<file path="src/rtl/maint_pkg.sv">
package maint_pkg;
  localparam int CODE_W = 8;

  localparam logic [CODE_W-1:0] C_HOLD   = 8'h00;
  localparam logic [CODE_W-1:0] C_LP_2BD = 8'h50;
  localparam logic [CODE_W-1:0] C_LP_B1  = 8'h51;
  localparam logic [CODE_W-1:0] C_LP_B2  = 8'h52;
  localparam logic [CODE_W-1:0] C_CRC_RQ = 8'h53;
  localparam logic [CODE_W-1:0] C_CRC_NT = 8'h54;
  localparam logic [CODE_W-1:0] C_NORMAL = 8'hFF;
  localparam logic [CODE_W-1:0] C_UTC    = 8'hAA;

  // bit index of each latched function in the set vector
  localparam int F_2BD = 0;
  localparam int F_B1  = 1;
  localparam int F_B2  = 2;
  localparam int F_CRC = 3;
  localparam int NUM_F = 4;

  typedef struct packed {
    logic             known;
    logic             clr;
    logic [NUM_F-1:0] set;
  } cmd_act_t;

  function automatic cmd_act_t decode_cmd(input logic [CODE_W-1:0] code);
    cmd_act_t a;
    a = '0;
    unique case (code)
      C_LP_2BD: begin a.known = 1'b1; a.set[F_2BD] = 1'b1; end
      C_LP_B1:  begin a.known = 1'b1; a.set[F_B1]  = 1'b1; end
      C_LP_B2:  begin a.known = 1'b1; a.set[F_B2]  = 1'b1; end
      C_CRC_RQ: begin a.known = 1'b1; a.set[F_CRC] = 1'b1; end
      C_CRC_NT: a.known = 1'b1;
      C_HOLD:   a.known = 1'b1;
      C_NORMAL: begin a.known = 1'b1; a.clr = 1'b1; end
      default:  a = '0;
    endcase
    return a;
  endfunction

  function automatic logic [CODE_W-1:0] reply_code(input logic hit, input logic known,
                                                   input logic [CODE_W-1:0] code);
    if (!hit)       return C_HOLD;
    else if (known) return code;
    else            return C_UTC;
  endfunction
endpackage

</file>
<file path="src/rtl/mcp_addr_filter.sv">
module mcp_addr_filter #(
  parameter int ADDR_W = 3,
  parameter logic [ADDR_W-1:0] TERM_ADDR  = '0,
  parameter logic [ADDR_W-1:0] BCAST_ADDR = '1
) (
  input  logic [ADDR_W-1:0] addr,
  output logic              hit
);
  always_comb hit = (addr == TERM_ADDR) || (addr == BCAST_ADDR);
endmodule

</file>
<file path="src/rtl/mcp_cmd_decode.sv">
module mcp_cmd_decode
  import maint_pkg::*;
(
  input  logic [CODE_W-1:0] code,
  output cmd_act_t          act
);
  always_comb act = decode_cmd(code);
endmodule

</file>
<file path="src/rtl/mcp_func_latch.sv">
module mcp_func_latch
  import maint_pkg::*;
(
  input  logic             clk,
  input  logic             rst_n,
  input  logic             clr_all,
  input  logic [NUM_F-1:0] set_vec,
  input  logic             cfg_transp,
  output logic [NUM_F-1:0] func_q,
  output logic             transp_q
);
  for (genvar i = 0; i < NUM_F; i++) begin : g_fn
    always_ff @(posedge clk or negedge rst_n) begin
      if (!rst_n)          func_q[i] <= 1'b0;
      else if (clr_all)    func_q[i] <= 1'b0;
      else if (set_vec[i]) func_q[i] <= 1'b1;
    end
  end

  always_ff @(posedge clk or negedge rst_n) begin
    if (!rst_n)              transp_q <= 1'b0;
    else if (clr_all)        transp_q <= 1'b0;
    else if (set_vec[F_2BD]) transp_q <= cfg_transp;
  end
endmodule

</file>
<file path="src/rtl/mcp_resp_gen.sv">
module mcp_resp_gen
  import maint_pkg::*;
#(
  parameter int ADDR_W = 3,
  parameter logic [ADDR_W-1:0] TERM_ADDR = '0
) (
  input  logic              clk,
  input  logic              rst_n,
  input  logic              fire,
  input  logic              hit,
  input  logic              known,
  input  logic [CODE_W-1:0] code,
  output logic              rsp_valid,
  output logic [ADDR_W-1:0] rsp_addr,
  output logic [CODE_W-1:0] rsp_code
);
  always_ff @(posedge clk or negedge rst_n) begin
    if (!rst_n) begin
      rsp_valid <= 1'b0;
      rsp_addr  <= '0;
      rsp_code  <= '0;
    end else begin
      rsp_valid <= fire;
      if (fire) begin
        rsp_addr <= TERM_ADDR;
        rsp_code <= reply_code(hit, known, code);
      end
    end
  end
endmodule

</file>
<file path="src/rtl/maint_cmd_proc.sv">
module maint_cmd_proc
  import maint_pkg::*;
#(
  parameter int ADDR_W = 3,
  parameter logic [ADDR_W-1:0] TERM_ADDR  = '0,
  parameter logic [ADDR_W-1:0] BCAST_ADDR = '1
) (
  input  logic              clk,
  input  logic              rst_n,
  input  logic              line_side,
  input  logic              link_up,
  input  logic              cfg_loop_transp,
  input  logic              msg_valid,
  input  logic [ADDR_W-1:0] msg_addr,
  input  logic [CODE_W-1:0] msg_code,
  output logic              loop_2bd,
  output logic              loop_2bd_transp,
  output logic              loop_b1,
  output logic              loop_b2,
  output logic              crc_corrupt_req,
  output logic              rsp_valid,
  output logic [ADDR_W-1:0] rsp_addr,
  output logic [CODE_W-1:0] rsp_code,
  output logic              host_load,
  output logic [ADDR_W-1:0] host_addr,
  output logic [CODE_W-1:0] host_code
);
  // named internal events, visible to the checker
  logic             addr_hit;
  logic             cmd_fire;
  logic             host_fire;
  logic             cmd_upd;
  logic             clr_all;
  cmd_act_t         act;
  logic [NUM_F-1:0] set_vec;
  logic [NUM_F-1:0] func_q;

  mcp_addr_filter #(.ADDR_W(ADDR_W), .TERM_ADDR(TERM_ADDR), .BCAST_ADDR(BCAST_ADDR))
    u_filt (.addr(msg_addr), .hit(addr_hit));

  mcp_cmd_decode u_dec (.code(msg_code), .act(act));

  always_comb begin
    host_fire = msg_valid && link_up;
    cmd_fire  = host_fire && !line_side;
    cmd_upd   = cmd_fire && addr_hit;
    clr_all   = !link_up || line_side || (cmd_upd && act.clr);
    set_vec   = cmd_upd ? act.set : '0;
  end

  mcp_func_latch u_lat (
    .clk(clk), .rst_n(rst_n), .clr_all(clr_all), .set_vec(set_vec),
    .cfg_transp(cfg_loop_transp), .func_q(func_q), .transp_q(loop_2bd_transp)
  );

  mcp_resp_gen #(.ADDR_W(ADDR_W), .TERM_ADDR(TERM_ADDR)) u_rsp (
    .clk(clk), .rst_n(rst_n), .fire(cmd_fire), .hit(addr_hit), .known(act.known),
    .code(msg_code), .rsp_valid(rsp_valid), .rsp_addr(rsp_addr), .rsp_code(rsp_code)
  );

  always_ff @(posedge clk or negedge rst_n) begin
    if (!rst_n) begin
      host_load <= 1'b0;
      host_addr <= '0;
      host_code <= '0;
    end else begin
      host_load <= host_fire;
      if (host_fire) begin
        host_addr <= msg_addr;
        host_code <= msg_code;
      end
    end
  end

  always_comb begin
    loop_2bd        = func_q[F_2BD];
    loop_b1         = func_q[F_B1];
    loop_b2         = func_q[F_B2];
    crc_corrupt_req = func_q[F_CRC];
  end
endmodule

</file>
<file path="config.mk">
export PLATFORM = sky130hd
export DESIGN_NAME = maint_cmd_proc
export DESIGN_NICKNAME = d
export VERILOG_FILES = /design/src/rtl/maint_pkg.sv /design/src/rtl/mcp_addr_filter.sv /design/src/rtl/mcp_cmd_decode.sv /design/src/rtl/mcp_func_latch.sv /design/src/rtl/mcp_resp_gen.sv /design/src/rtl/maint_cmd_proc.sv
export SDC_FILE = /design/constraint.sdc
export NUM_CORES = 1
export LEC_CHECK = 0
export BUFFER_PORTS_ARGS = -buffer_cell sky130_fd_sc_hd__buf_2
export CAP_MARGIN = 20
export CELL_PAD_IN_SITES_DETAIL_PLACEMENT = 0
export CELL_PAD_IN_SITES_GLOBAL_PLACEMENT = 2
export CORE_AREA = 2 2 67 69
export CTS_CLUSTER_SIZE = 24
export DETAILED_ROUTE_END_ITERATION = 16
export DIE_AREA = 0 0 69 71
export GPL_TIMING_DRIVEN = 0
export HOLD_SLACK_MARGIN = 0.08
export PLACE_DENSITY_LB_ADDON = 0.1
export SETUP_SLACK_MARGIN = 0.4
export SLEW_MARGIN = 15
export SYNTH_ARGS = -nofsm -noshare
export SYNTH_HDL_FRONTEND = slang
export SYNTH_SLANG_ARGS = --single-unit
</file>
<file path="constraint.sdc">
create_clock -name clk -period 0.8 [get_ports clk]
set_input_delay 0.16 -clock clk [delete_from_list [all_inputs] [get_ports clk]]
set_output_delay 0.16 -clock clk [all_outputs]
set_load 0.005 [all_outputs]
</file>
After elaboration in Yosys (flattened, before gate mapping)
Index checks and enable logic that the tools add are counted.

Register bits after elaboration: 26. Input port bits: 17.

Eq/ne operators: 7. Muxes and demuxes: 19. Reduce and logical (&&, ||, !) cells: 16.

Operator list (number): $eq 8x7->1 const B (5); $mux 1 (16); $mux 8 (2); $eq 8x8->1 const B (1); $logic_not 8->1 (1); $reduce_bool 2->1 (4); $reduce_or 7->1 (1); $logic_and 1x1->1 (4); $mux 4 (1); $eq 3x3->1 const B (1); $logic_not 3->1 (1); $logic_or 1x1->1 (3); $logic_not 1->1 (2).

Logic depth before layout (Yosys ltp)
Word-level depth: 6. Mapped depth: 6. Mapped depth without buffers: 4.

By module
From an unflattened synthesis, not the netlist that was laid out.

Cells, all modules: 108. Area, all modules: 1221.2 um^2.

By module, submodules not included: maint_cmd_proc (times used 1, cells each 34, area each 526.8 um^2); mcp_resp_gen (times used 1, cells each 40, area each 390.4 um^2); mcp_func_latch (times used 1, cells each 15, area each 168.9 um^2); mcp_cmd_decode (times used 1, cells each 16, area each 120.1 um^2); mcp_addr_filter (times used 1, cells each 3, area each 15.0 um^2).

Worst setup path before layout
OpenSTA, ideal clock, no wires.

Path kind: input to register. From: in msg_addr[1]. To: reg u_lat.func_q[0]. Setup time: 0.125 ns. Arrival: 1.012 ns. Slack: -0.337 ns. Stages on the path: 4. Buffers on the path: 0. Path through: or3_4 a21o_2 o21ai_2 nor2_1.

Cells in the longest elaborated chain, start to end: 6. Elaborated cells between the ends (all ways): 9. Those cells by class: eq/ne (1); mux (2); reduce/logical (6).

Ends and longest elaborated chain: from (decl) (RTL line maint_cmd_proc.sv:14) `input logic [ADDR_W-1:0] msg_addr,`; $eq 3x3->1 / $logic_not 3->1 (equally long branches) (RTL line mcp_addr_filter.sv:9) `always_comb hit = (addr == TERM_ADDR) || (addr == BCAST_ADDR);`; $logic_or 1x1->1 * (RTL line mcp_addr_filter.sv:9); $logic_and 1x1->1 * (RTL line maint_cmd_proc.sv:46) `cmd_upd = cmd_fire && addr_hit;`; $logic_and 1x1->1 (RTL line maint_cmd_proc.sv:47) `clr_all = !link_up || line_side || (cmd_upd && act.clr);`; $logic_or 1x1->1 (RTL line maint_cmd_proc.sv:47); $mux 1 / $reduce_bool 2->1 (equally long branches); to (signal, indexed assignment) (RTL line mcp_func_latch.sv:14) `if (!rst_n) func_q[i] <= 1'b0;`; to (signal, indexed assignment) (RTL line mcp_func_latch.sv:15) `else if (clr_all) func_q[i] <= 1'b0;`; to (signal, indexed assignment) (RTL line mcp_func_latch.sv:16) `else if (set_vec[i]) func_q[i] <= 1'b1;`; to (decl) (RTL line mcp_func_latch.sv:9) `output logic [NUM_F-1:0] func_q,`.

Every way passes the cells marked *; elsewhere a longest branch is shown, timed or not. A chain may end at the register's enable or synchronous reset.

Worst setup path after layout
From: in msg_addr[2]. To: reg u_lat.transp_q.

Cells in the longest elaborated chain, start to end: 6. Elaborated cells between the ends (all ways): 9. Those cells by class: eq/ne (1); mux (2); reduce/logical (6).

Ends and longest elaborated chain: $eq 3x3->1 / $logic_not 3->1 (equally long branches) (RTL line mcp_addr_filter.sv:9); $logic_or 1x1->1 * (RTL line mcp_addr_filter.sv:9); $logic_and 1x1->1 * (RTL line maint_cmd_proc.sv:46); $logic_and 1x1->1 (RTL line maint_cmd_proc.sv:47); $logic_or 1x1->1 (RTL line maint_cmd_proc.sv:47); $mux 1 / $reduce_bool 2->1 (equally long branches); to (signal assigned) (RTL line mcp_func_latch.sv:23) `else if (set_vec[F_2BD]) transp_q <= cfg_transp;`; to (decl) (RTL line mcp_func_latch.sv:10) `output logic transp_q`.

Marked as above.

==> impl_metrics.yaml <==
worst_setup_path:
  cp-start-kind: "input port"
  worstPathArrival_ns: 1.21
  critPathMaxFanout: 5
  cpMostUsedCell: "buf_6"
  critPathCaptureType: "flop"
  cp.required_ns: 1.01
  path_class: "input port to flop"
  cp_slowest_stage_delay_ns: 0.40
  crit_chain: "buf_6, or3_4, a21oi_4, buf_6, nand4_1, a21oi_1"
  slowest_stage: "or3_4"
power_and_ir_drop:
  p_int_mw: 2.30
  p_per_area_mw_per_mm2: 1700
  seqPwrFrac: 0.489
  p_leak_nw: 0.942
  switchingPower_mw: 0.744
  pwr-share-comb: 0.230
  p_clk_frac: 0.281
  p_sw_frac: 0.244
  ir_drop_mv: 0.643
place:
  port_buffers: 41
  place_area_mm2: 0.00150
  place_ws_ns: -0.546
  dpl.hpwl_um: 2100
  routabilityCongestion: 0.729
sta:
  max_freq_ghz: 1.00
  slew_violations: 0
  hold_slack_ns: -0.184
  setup_violations: 48
  finalWorstSetupSlack_ns: -0.200
  hold_viol: 26
  rsz0062_at_grt: "yes"
  setup_tns_ns: -6.46
  layout_min_cycle_time_ns: 1.00
  fin_crit_sh: 1.25
  fin_skew_ns: 0
drt:
  dr.pass1.iters: 4
  avgRoutedWirePerCell_um: 14.3
  wl_met2_um: 1500
  drtIter0Drc: 31
  vias_per_cell: 4.67
  route.met3.wl_um: 166
  highest_layer: "met4"
  drtAntennaViolNets: 0
  drc: 0
  wl_met1_um: 1370
  wl_um: 3080
  vias: 1008
cells_and_area:
  diodes: 0
  fin_area_mm2: 0.00180
  drive_gt1_frac: 0.598
  area_delta_synth_final_pct: 59.0
  nets: 182
clocking:
  cts_root_buf: "clkbuf_8"
  h-tree-depth: 1
  cts.sinks: 26
  tritoncts: "built"
  cts_buffer_depth: 2
  cts.reportedPaths.clkPinSlew_ns: 0.09
  insertion_delay_ns: 0.27
  numCtsBuffers: 3
logic_synthesis:
  synth_top_cell_area_share: 0.576
  synthTopCellsByCount: "26 x dfrtp_1, 11 x mux2_2, 8 x nand2_1"
  synthFlopType: "dfrtp_1"
  synth_edf_count: 0
  synthTopCellsByArea: "dfrtp_1 58%, mux2_2 11%, a32o_1 3.5%, nand3_1 2.7%, nand2_1 2.7%"
  syn_area_mm2: 0.00113
  synth_cells: 95
  yosysMostFrequentCell: "dfrtp_1"
  ys_seq_area_frac: 0.576
  ys_types: 29
  yosysTopAreaCell: "dfrtp_1"
  synthArstFlopShare: 1.00
  synth_area_per_cell_um2: 11.9
  ys_ff_latch: 26
  yosysWarnings: 0
die:
  num_rows: 24
  dieArea_mm2: 0.00490
  die_w_um: 69
  core_area_mm2: 0.00420
  num_io_pins: 46
  initial_core_util: 0.269
  die_y_um: 71
global_routing:
  grt_pass1_vias: 1044
  grt_start_max_net_pins: 27
  antenna_found_initial: 0
  grt-ovfl-total: 0
  track_usage: 0.133
  grt_first_pass_wirelength_um: 5260
status:
  status: "complete, but fails checks"
  violations: "negative hold slack, negative setup slack"
flow_run:
  maxCapViolCount: 0
min_path:
  hold_path.class: "input port to async pin"
-- power groups by stage --
stage | sequential, mW | combinational (mW) | clock [mW]
global route | 1.51 | 0.768 | 0.950
finish | 1.49 | 0.701 | 0.856
global placement | 1.51 | 0.513 | 0
floorplan | 1.53 | 0.254 | 0
CTS | 1.49 | 0.644 | 0.900
detailed placement | 1.52 | 0.521 | 0
-- layout by cell type (no fill, tap or decap) --
master    instances
buf_2            35
dfrtp_1          26
buf_4            20
buf_6            12
mux2_4           11
nor2_1            7
nand2_1           7
nand3_1           4
a32o_1            4
clkbuf_8          4
a31oi_1           3
conb_1            3
inv_2             2
nand4_1           2
nand3_2           2
nand3b_1          1
nand2_8           1
buf_8             1
and2_4            1
nor3_2            1
clkbuf_2          1
o21ai_0           1
and4_1            1
nor3_4            1
or3_4             1
a21oi_4           1
a21o_4            1
a22oi_1           1
o21ai_2           1
nor2b_1           1
o21ai_4           1
and2_1            1
a41oi_1           1
nor3b_1           1
o21ai_1           1
a21oi_1           1
clkbuf_4          1
-- logic make-up after synthesis --
| logic type | after synthesis | share of synthesized area |
|---|---|---|
| and+or+nand+nor | 32 | 0.148 |
| DFF | 26 | 0.576 |
| AOI/OAI and AO/OA | 16 | 0.114 |
| muxes | 11 | 0.110 |
| buffers and inverters | 9 | 0.0487 |
| other | 1 | 0.00332 |
-- repair_timing --
item,in CTS,in global routing
pin swaps,11,5
gates resized for setup,15,5
hold endpoints to repair,26,26
gates cloned,0,1
setup endpoints to repair,51,68
buffers inserted,13,8
-- registers in the layout, indices dropped and copies added (netlist names) --
name and count:
host_code 8, u_rsp.rsp_code 8, u_lat.func_q 4, host_addr 3, host_load 1, u_lat.transp_q 1, u_rsp.rsp_valid 1
-- metrics by stage --
| stage | hold WS (ns) | instances | total power [mW] | utilization |
|---|---|---|---|---|
| 3_3_place_gp | 0.198 | 190 | 2.02 | 0.357 |
| 5_1_grt | -0.158 | 216 | 3.22 | 0.427 |
| 6_report | -0.184 | 216 | 3.05 | 0.427 |
| 2_1_floorplan | -0.136 | 97 | 1.78 | - |
| 4_1_cts | -0.0979 | 207 | 3.03 | 0.408 |
| 3_5_place_dp | 0.208 | 190 | 2.04 | 0.357 |
-- routing by layer --
| layer | vias to the layer above | global-route usage |
|---|---|---|
| met2 | 29 | 0.224 |
| met3 | 5 | 0.0271 |
| li1 | 476 | - |
| met4 | 0 | 0.0458 |
| met1 | 498 | 0.172 |
| met5 | - | 0 |
-- final timing paths --
kind	from	end	slack (ns)	cells past startpoint
min reg2reg	u_rsp.rsp_code[6]	u_rsp.rsp_code[6]	0.49	1
max in group asynchronous	rst_n	u_rsp.rsp_code[6]	0.71	1
max	msg_addr[2]	u_lat.transp_q	-0.20	6
max reg2reg	u_lat.func_q[1]	u_lat.func_q[1]	-0.12	4
min	rst_n	host_code[2]	-0.18	1
min in group clk	msg_addr[0]	host_addr[0]	0.12	2
-- cell type report --
| class | count | area [µm²] |
|---|---|---|
| sequential | 26 | 651 |
| multi-input combinational | 62 | 531 |
| tap | 52 | 65.1 |
| fill | 442 | 2410 |
| clock buffer | 4 | 55.1 |
| timing repair buffer | 63 | 423 |
| inverter | 2 | 7.51 |
| buffer | 7 | 65.1 |
-- worst max-delay path: cells and delay by family --
kind,cells,cell delay (ns)
buf+inv,2,0.24
compound gates,2,0.30
simple gates,2,0.49
Power figures use the tool's default switching activity.
